**src/rtl/mc_dp_pkg.sv**
```systemverilog
package mc_dp_pkg;
   localparam int unsigned OPC_LSB  = 26;
   localparam int unsigned RS_LSB   = 21;
   localparam int unsigned RT_LSB   = 16;
   localparam int unsigned RD_LSB   = 11;
   localparam int unsigned IMM_W    = 16;
   localparam int unsigned JIDX_W   = 26;
   localparam int unsigned FIELD_W  = 6;

   typedef enum logic [2:0] {
      ALU_ADD = 3'd0,
      ALU_SUB = 3'd1,
      ALU_AND = 3'd2,
      ALU_OR  = 3'd3,
      ALU_SLT = 3'd4
   } alu_op_e;

   typedef enum logic [1:0] {
      BSEL_REG  = 2'd0,
      BSEL_FOUR = 2'd1,
      BSEL_IMM  = 2'd2,
      BSEL_IMM4 = 2'd3
   } bsel_e;

   typedef enum logic [1:0] {
      PCS_ALU    = 2'd0,
      PCS_ALUOUT = 2'd1,
      PCS_JUMP   = 2'd2,
      PCS_ALU2   = 2'd3
   } pcsrc_e;
endpackage

```
**src/rtl/mc_alu.sv**
```systemverilog
module mc_alu
   import mc_dp_pkg::*;
#(
   parameter int unsigned W = 32
) (
   input  logic [W-1:0] a_i,
   input  logic [W-1:0] b_i,
   input  logic [2:0]   op_i,
   output logic [W-1:0] res_o,
   output logic         zero_o
);
   always_comb begin
      case (alu_op_e'(op_i))
         ALU_ADD: res_o = a_i + b_i;
         ALU_SUB: res_o = a_i - b_i;
         ALU_AND: res_o = a_i & b_i;
         ALU_OR:  res_o = a_i | b_i;
         ALU_SLT: res_o = {{(W-1){1'b0}}, ($signed(a_i) < $signed(b_i))};
         default: res_o = '0;
      endcase
   end

   assign zero_o = (res_o == '0);

   // equal operands under subtract must report zero
   always_comb begin
      if (op_i == 3'd1 && a_i == b_i) begin
         p_sub_eq_zero_r7: assert (zero_o);
      end
   end
endmodule

```
**src/rtl/mc_regfile.sv**
```systemverilog
module mc_regfile #(
   parameter int unsigned W = 32,
   parameter int unsigned N = 32
) (
   input  logic                 clk,
   input  logic                 rst,
   input  logic                 we_i,
   input  logic [$clog2(N)-1:0] waddr_i,
   input  logic [W-1:0]         wdata_i,
   input  logic [$clog2(N)-1:0] raddr1_i,
   input  logic [$clog2(N)-1:0] raddr2_i,
   output logic [W-1:0]         rdata1_o,
   output logic [W-1:0]         rdata2_o
);
   localparam int unsigned AW = $clog2(N);

   logic [N*W-1:0] flat;

   for (genvar gi = 0; gi < N; gi++) begin : g_reg
      if (gi == 0) begin : g_zero
         assign flat[0 +: W] = '0;
      end else begin : g_flop
         logic [W-1:0] q;
         always_ff @(posedge clk) begin
            if (rst)
               q <= '0;
            else if (we_i && waddr_i == AW'(gi))
               q <= wdata_i;
         end
         assign flat[gi*W +: W] = q;
      end
   end

   assign rdata1_o = flat[raddr1_i*W +: W];
   assign rdata2_o = flat[raddr2_i*W +: W];

   // a write to a nonzero register is seen by the next read of it
   p_wr_lands_r10: assert property (@(posedge clk) disable iff (rst)
      (we_i && waddr_i != '0) |=>
      (raddr1_i != $past(waddr_i) || rdata1_o == $past(wdata_i)));
endmodule

```
**src/rtl/mc_pc_unit.sv**
```systemverilog
module mc_pc_unit
   import mc_dp_pkg::*;
#(
   parameter int unsigned W = 32
) (
   input  logic              clk,
   input  logic              rst,
   input  logic              wr_i,
   input  logic              wr_cond_i,
   input  logic              zero_i,
   input  logic [1:0]        src_i,
   input  logic [W-1:0]      alu_res_i,
   input  logic [W-1:0]      alu_out_i,
   input  logic [JIDX_W-1:0] jidx_i,
   output logic [W-1:0]      pc_o
);
   logic [W-1:0] pc_q, pc_next;
   logic         pc_en;

   assign pc_en = wr_i | (wr_cond_i & zero_i);

   always_comb begin
      case (pcsrc_e'(src_i))
         PCS_ALUOUT: pc_next = alu_out_i;
         PCS_JUMP:   pc_next = {pc_q[W-1 -: (W-JIDX_W-2)], jidx_i, 2'b00};
         default:    pc_next = alu_res_i;
      endcase
   end

   always_ff @(posedge clk) begin
      if (rst)
         pc_q <= '0;
      else if (pc_en)
         pc_q <= pc_next;
   end

   assign pc_o = pc_q;

   // with no write condition met the PC stays put
   p_pc_hold_r8: assert property (@(posedge clk) disable iff (rst)
      !(wr_i || (wr_cond_i && zero_i)) |=> (pc_q == $past(pc_q)));

   // a jump keeps the top region bits and lands word aligned
   p_jump_region_r9: assert property (@(posedge clk) disable iff (rst)
      (wr_i && src_i == 2'd2) |=>
      (pc_q[W-1 -: 4] == $past(pc_q[W-1 -: 4]) && pc_q[1:0] == 2'b00));
endmodule

```
**src/rtl/mc_datapath.sv**
```systemverilog
module mc_datapath
   import mc_dp_pkg::*;
#(
   parameter int unsigned DATA_W = 32,
   parameter int unsigned NREGS  = 32
) (
   input  logic              clk,
   input  logic              rst,
   input  logic              ir_wr_i,
   input  logic              pc_wr_i,
   input  logic              pc_wr_cond_i,
   input  logic              addr_sel_i,
   input  logic              mem_rd_i,
   input  logic              mem_wr_i,
   input  logic              rf_wr_i,
   input  logic              rf_dst_i,
   input  logic              rf_src_i,
   input  logic              alu_a_sel_i,
   input  logic [1:0]        alu_b_sel_i,
   input  logic [1:0]        pc_src_i,
   input  logic [2:0]        alu_op_i,
   output logic [DATA_W-1:0] mem_addr_o,
   output logic [DATA_W-1:0] mem_wdata_o,
   output logic              mem_rd_o,
   output logic              mem_wr_o,
   input  logic [DATA_W-1:0] mem_rdata_i,
   output logic [5:0]        opcode_o,
   output logic [5:0]        funct_o,
   output logic              zero_o
);
   localparam int unsigned RA_W = $clog2(NREGS);

   initial begin
      if (DATA_W != 32) $fatal(1, "mc_datapath: DATA_W must be 32 for the fixed field layout");
      if (NREGS != 32)  $fatal(1, "mc_datapath: NREGS must be 32 for 5-bit register fields");
   end

   logic [DATA_W-1:0] pc_q, ir_q, mdr_q, a_q, b_q, aluout_q;
   logic [DATA_W-1:0] alu_a, alu_b, alu_res;
   logic [DATA_W-1:0] rf_rd1, rf_rd2, rf_wdata;
   logic [DATA_W-1:0] imm_ext, imm_x4;
   logic [RA_W-1:0]   rf_waddr;

   // staging registers: only the instruction register has an enable
   always_ff @(posedge clk) begin
      if (rst) begin
         ir_q     <= '0;
         mdr_q    <= '0;
         a_q      <= '0;
         b_q      <= '0;
         aluout_q <= '0;
      end else begin
         if (ir_wr_i) ir_q <= mem_rdata_i;
         mdr_q    <= mem_rdata_i;
         a_q      <= rf_rd1;
         b_q      <= rf_rd2;
         aluout_q <= alu_res;
      end
   end

   assign imm_ext = {{(DATA_W-IMM_W){ir_q[IMM_W-1]}}, ir_q[IMM_W-1:0]};
   assign imm_x4  = {imm_ext[DATA_W-3:0], 2'b00};

   assign alu_a = alu_a_sel_i ? a_q : pc_q;

   always_comb begin
      case (bsel_e'(alu_b_sel_i))
         BSEL_REG:  alu_b = b_q;
         BSEL_FOUR: alu_b = DATA_W'(4);
         BSEL_IMM:  alu_b = imm_ext;
         default:   alu_b = imm_x4;
      endcase
   end

   assign rf_waddr = rf_dst_i ? ir_q[RD_LSB +: RA_W] : ir_q[RT_LSB +: RA_W];
   assign rf_wdata = rf_src_i ? mdr_q : aluout_q;

   mc_regfile #(.W(DATA_W), .N(NREGS)) u_rf (
      .clk      (clk),
      .rst      (rst),
      .we_i     (rf_wr_i),
      .waddr_i  (rf_waddr),
      .wdata_i  (rf_wdata),
      .raddr1_i (ir_q[RS_LSB +: RA_W]),
      .raddr2_i (ir_q[RT_LSB +: RA_W]),
      .rdata1_o (rf_rd1),
      .rdata2_o (rf_rd2)
   );

   mc_alu #(.W(DATA_W)) u_alu (
      .a_i    (alu_a),
      .b_i    (alu_b),
      .op_i   (alu_op_i),
      .res_o  (alu_res),
      .zero_o (zero_o)
   );

   mc_pc_unit #(.W(DATA_W)) u_pc (
      .clk       (clk),
      .rst       (rst),
      .wr_i      (pc_wr_i),
      .wr_cond_i (pc_wr_cond_i),
      .zero_i    (zero_o),
      .src_i     (pc_src_i),
      .alu_res_i (alu_res),
      .alu_out_i (aluout_q),
      .jidx_i    (ir_q[JIDX_W-1:0]),
      .pc_o      (pc_q)
   );

   assign mem_addr_o  = addr_sel_i ? aluout_q : pc_q;
   assign mem_wdata_o = b_q;
   assign mem_rd_o    = mem_rd_i;
   assign mem_wr_o    = mem_wr_i;
   assign opcode_o    = ir_q[OPC_LSB +: FIELD_W];
   assign funct_o     = ir_q[FIELD_W-1:0];

   // the instruction register holds while its enable is low
   p_ir_hold_r3: assert property (@(posedge clk) disable iff (rst)
      !ir_wr_i |=> $stable(ir_q));

   // the memory data register tracks last cycle's read data
   p_mdr_capture_r4: assert property (@(posedge clk) disable iff (rst)
      !rst |=> (mdr_q == $past(mem_rdata_i)));
endmodule

```
**config.mk**
```make
export PLATFORM = sky130hd
export DESIGN_NAME = mc_datapath
export DESIGN_NICKNAME = d
export VERILOG_FILES = /design/src/rtl/mc_dp_pkg.sv /design/src/rtl/mc_alu.sv /design/src/rtl/mc_regfile.sv /design/src/rtl/mc_pc_unit.sv /design/src/rtl/mc_datapath.sv
export SDC_FILE = /design/constraint.sdc
export NUM_CORES = 2
export LEC_CHECK = 0
export BUFFER_PORTS_ARGS = -buffer_cell sky130_fd_sc_hd__buf_2
export CAP_MARGIN = 25
export CELL_PAD_IN_SITES_DETAIL_PLACEMENT = 1
export CELL_PAD_IN_SITES_GLOBAL_PLACEMENT = 1
export CORE_MARGIN = 2
export CORE_UTILIZATION = 25
export CTS_CLUSTER_SIZE = 30
export DETAILED_ROUTE_END_ITERATION = 12
export GPL_TIMING_DRIVEN = 0
export PLACE_DENSITY = 0.54
export RECOVER_POWER = 25
export SETUP_SLACK_MARGIN = 0.15
export SYNTH_ARGS = -nofsm -noshare
export SYNTH_HDL_FRONTEND = slang
export SYNTH_SLANG_ARGS = --single-unit
```
**constraint.sdc**
```tcl
create_clock -name clk -period 5.91 [get_ports clk]
set_clock_uncertainty 0.1 [all_clocks]
set_input_delay 0 -clock clk [delete_from_list [all_inputs] [get_ports clk]]
set_output_delay 0 -clock clk [all_outputs]
set_load 0.01 [all_outputs]
```
==> flow_summary.json <==
{
  "count_of_synthesis_stage_warnings_from_yosys": 0,
  "final_core_util_pct": 30.0,
  "worstHoldEndpoint": "ir_q[12]",
  "r2r_end": "u_pc.pc_o[5]",
  "wl_um": 316000,
  "report.final.slew_viol_count": 56,
  "grt_use_total_pct": 24.4,
  "critical_path.startpoint_type": "flip-flop",
  "critical_path.startpoint": "ir_q[0]",
  "routabilityCongestion": 0.953,
  "run_status": "complete, but fails checks",
  "grt_antenna_before_repair": 16,
  "global_route.overflow_total": 0,
  "proportion_of_power_drawn_by_combinational_gates_pct": 14.6,
  "yosys.cell_types.count": 99,
  "drt_iter0_drc": 5593,
  "floorplan.io_pins": 130,
  "postSynthNetCount": 6181,
  "initial_core_util_pct": 25.2,
  "synthesis.instances": 6018,
  "rsz0062_at_grt": "false",
  "remaining_drc_errors": 0,
  "fin_nets": 6645,
  "p_sw_share_pct": 29.4,
  "hpwlAfterDp_um": 251000,
  "fill_cells": 27913,
  "stdcell_area_um2": 74000,
  "final_layout_size_suffix_gt1_share_pct": 19.0,
  "maximum_number_of_pins_on_one_net_before_global_route_repair": 17,
  "grt_pass1_wl_um": 437000,
  "met3_usage_pct": 5.70,
  "worst_setup_hold_path_clk_slew_ns": 0.06,
  "worstSetupEndpointType": "flip-flop",
  "cts.path.max_buffers": 3,
  "max_cap_viol_count": 5,
  "synth_top_cell_area_share_pct": 38.2,
  "critical_path_class": "reg -> reg",
  "worstPathArrival_ns": 6.27,
  "postSynth.topFlopCell": "sky130_fd_sc_hd__dfxtp_1",
  "area_after_detailed_placement_um2": 68000,
  "worst_r2r_src": "ir_q[0]",
  "setup.reg_to_reg.worst_slack_ns": 0.22,
  "drtPass1Iterations": 5,
  "synthesis.area_um2": 62100,
  "part_of_the_yosys_area_used_for_sequential_elements_pct": 38.2,
  "area_of_the_core_um2": 246000,
  "root_driver": "sky130_fd_sc_hd__clkbuf_16",
  "share_seq_of_total_power_pct": 41.6,
  "worstPathMaxFanout": 10,
  "switching_power_mw": 5.79,
  "min_path_type": "in -> reg",
  "floorplan_die_area_um2": 252000,
  "clock-sinks": 1184,
  "clock_power_share_pct": 43.8,
  "min_path_cells": 4,
  "timing.final.crit_share_pct": 96.2,
  "totalPowerFinal_mw": 19.7,
  "synthDominantAreaCellType": "sky130_fd_sc_hd__dfxtp_1",
  "grtUsageMet2_pct": 37.2,
  "grt_most_used_layer": "met2",
  "min_from": "mem_rdata_i[12]",
  "level_count_of_the_clock_h_tree": 4,
  "drtAntennaViolNets": 0,
  "cts_inserted_buffers": 136,
  "count_of_flip_flops_with_a_built_in_enable_after_synthesis": 0,
  "tritoncts": "done",
  "die_height_um": 502,
  "violations": "max-capacitance violations, max-slew violations",
  "wire_per_inst_um": 31.9,
  "power.density_cell_area_nw_per_um2": 267,
  "power.static_leakage_nw": 23.4,
  "critical_path_required_ns": 6.49,
  "worst_skew_pair.late_latency_ns": 0.80,
  "synth-seq-cells": 1184,
  "flow.area_growth_from_synthesis_pct": 19.1,
  "detail_route.vias_per_cell": 5.58,
  "dieWidth_um": 502,
  "worst_margin_pin_slew_ns": 2.00,
  "max_freq_ghz": 0.176,
  "grtUsageMet1_pct": 32.0,
  "numPortBuffers": 120,
  "placementRows": 182,
  "timing.final.hold_violations": 0,
  "worstRegToRegCells": 17,
  "async_flop_share_pct": 0,
  "slew-limit-headroom_pct": -33.5,
  "avgSynthCellArea_um2": 10.3,
  "netlist_top_cells_area": "sky130_fd_sc_hd__dfxtp_1 38%, sky130_fd_sc_hd__mux4_2 21%, sky130_fd_sc_hd__a211oi_1 12%",
  "ir_worst_vdd_uv": 280,
  "first_global_vias": 55268,
  "routed-via-count": 55251,
  "internal-power_mw": 13.9,
  "period_needed_ns": 5.69,
  "finalSetupViolations": 0
}
critical path: stages (launching register included):
cell and delay [ns]:
sky130_fd_sc_hd__dfxtp_1 0.41, sky130_fd_sc_hd__mux2i_1 0.10, sky130_fd_sc_hd__a21oi_1 0.70, sky130_fd_sc_hd__ha_1 0.45
sky130_fd_sc_hd__o211ai_1 0.19, sky130_fd_sc_hd__a21oi_1 0.15, sky130_fd_sc_hd__o41ai_2 0.63, sky130_fd_sc_hd__a21oi_2 0.20
sky130_fd_sc_hd__xnor2_1 0.21, sky130_fd_sc_hd__a211oi_1 0.31, sky130_fd_sc_hd__buf_2 0.26, sky130_fd_sc_hd__nand4b_1 0.11
sky130_fd_sc_hd__or4_1 0.48, sky130_fd_sc_hd__nor3_4 0.23, sky130_fd_sc_hd__a31oi_1 0.15, sky130_fd_sc_hd__buf_6 0.19
sky130_fd_sc_hd__mux2i_1 0.12, sky130_fd_sc_hd__dlygate4sd3_1 0.55
worst max-delay path by stage:
stage,depth (start not counted),end,slack (ns)
final,17,u_pc.pc_o[5],0.22
after global routing,16,u_pc.pc_o[5],0.13
after CTS,16,zero_o,0.17
after detailed placement,19,u_pc.pc_o[1],-0.63
after global placement,19,u_pc.pc_o[23],-1.15
after floorplan,19,u_pc.pc_o[0],1.55
layout by cell type (no fill, tap or decap), types with 23 or more instances in the layout:
| master | instances |
|---|---|
| sky130_fd_sc_hd__ha_1 | 110 |
| sky130_fd_sc_hd__buf_4 | 51 |
| sky130_fd_sc_hd__mux4_2 | 577 |
| sky130_fd_sc_hd__inv_1 | 99 |
| sky130_fd_sc_hd__nor2_1 | 1241 |
| sky130_fd_sc_hd__a21o_1 | 23 |
| sky130_fd_sc_hd__buf_1 | 65 |
| sky130_fd_sc_hd__clkbuf_8 | 37 |
| sky130_fd_sc_hd__a221oi_1 | 27 |
| sky130_fd_sc_hd__mux2_1 | 31 |
| sky130_fd_sc_hd__nand2b_1 | 33 |
| sky130_fd_sc_hd__buf_8 | 71 |
| sky130_fd_sc_hd__dlygate4sd3_1 | 71 |
| sky130_fd_sc_hd__o211ai_1 | 24 |
| sky130_fd_sc_hd__a211o_1 | 25 |
| sky130_fd_sc_hd__a21oi_1 | 70 |
| sky130_fd_sc_hd__nor3_1 | 28 |
| sky130_fd_sc_hd__nor2b_1 | 60 |
| sky130_fd_sc_hd__mux2_2 | 111 |
| sky130_fd_sc_hd__nand2_1 | 78 |
| sky130_fd_sc_hd__clkbuf_1 | 641 |
| sky130_fd_sc_hd__buf_2 | 104 |
| sky130_fd_sc_hd__a211oi_1 | 1025 |
| sky130_fd_sc_hd__mux2i_1 | 157 |
| sky130_fd_sc_hd__o21ai_0 | 41 |
| sky130_fd_sc_hd__dfxtp_1 | 1183 |
| sky130_fd_sc_hd__clkbuf_16 | 139 |
| sky130_fd_sc_hd__a22o_1 | 74 |
layer usage:
layer,share of wire [%],up-vias
met5,0.084,-
met3,7.4,542
li1,-,23673
met2,44,2164
met4,6.0,10
met1,43,28862
cells by family after synthesis:
kind of cell | Yosys count | synth area share [%]
adders and majority gates | 112 | 2.28
muxes | 886 | 26.2
and+or+nand+nor | 1555 | 10.4
DFF | 1184 | 38.2
xor gates and xnor gates | 12 | 0.169
AOI/OAI and AO/OA | 1473 | 17.8
buffers and inverters | 796 | 5.02
state kept, by name (all words and copies together), names as in the netlist:
signal,count
u_pc.pc_o,32
u_rf.g.g_flop.q,992
mdr_q,32
aluout_q,32
a_q,32
mem_wdata_o,32
ir_q,32
cells in the mapped netlist, drive strengths merged, types with 15 or more instances:
cell type	n
nor4	19
nand2b	33
clkbuf	566
nor3	32
nor2b	60
a211oi	1030
o21ai	49
a22o	78
a221oi	28
a21oi	85
mux2i	167
mux2	142
o31ai	15
a211o	26
o211ai	25
nand2	79
mux4	577
nand4	18
ha	110
a21o	23
inv	101
dfxtp	1184
nor2	1242
nand3	17
buf	128
a31oi	20
cell type report:
cell class                 count  area (um2)  area share [%]
timing repair buffer         326        2950            3.99
inverter                     102         387           0.523
clock buffer                 205        4100            5.54
sequential                  1184       23700            32.0
antenna                        4        10.0          0.0135
clock inverter                31         304           0.411
multi-input combinational   4038       35600            48.2
tap                         3312        4140            5.60
buffer                       694        2760            3.73
per-stage QoR:
step	hold WS (ns)	setup slack (ns)	std cells	setup TNS (ns)
finish	0.0439	0.224	9896	0
global route	0.0373	0.125	9895	0
CTS	0.00163	0.171	9842	0
detailed placement	0.0861	-0.632	9533	-18.44
global placement	0.0894	-1.15	9450	-44.91
floorplan	-0.00823	1.55	6018	0
power groups by stage:
stage	clock network, mW	registers (mW)	logic [mW]
global route	9.03	8.22	2.98
finish	8.63	8.21	2.88
floorplan	0	8.34	1.52
detailed placement	0	8.39	2.70
CTS	8.71	8.21	2.77
global placement	0	8.38	2.58
timing repair:
item                                    in CTS  in global routing
endpoints found under the setup margin      33                 24
endpoints found under the hold margin      103                  0
resized for setup                           39                 27
hold buffers                                71                  0
setup buffers                                2                  2
pin swaps                                    3                  2
No activity file was read; power rests on OpenSTA's default activity.
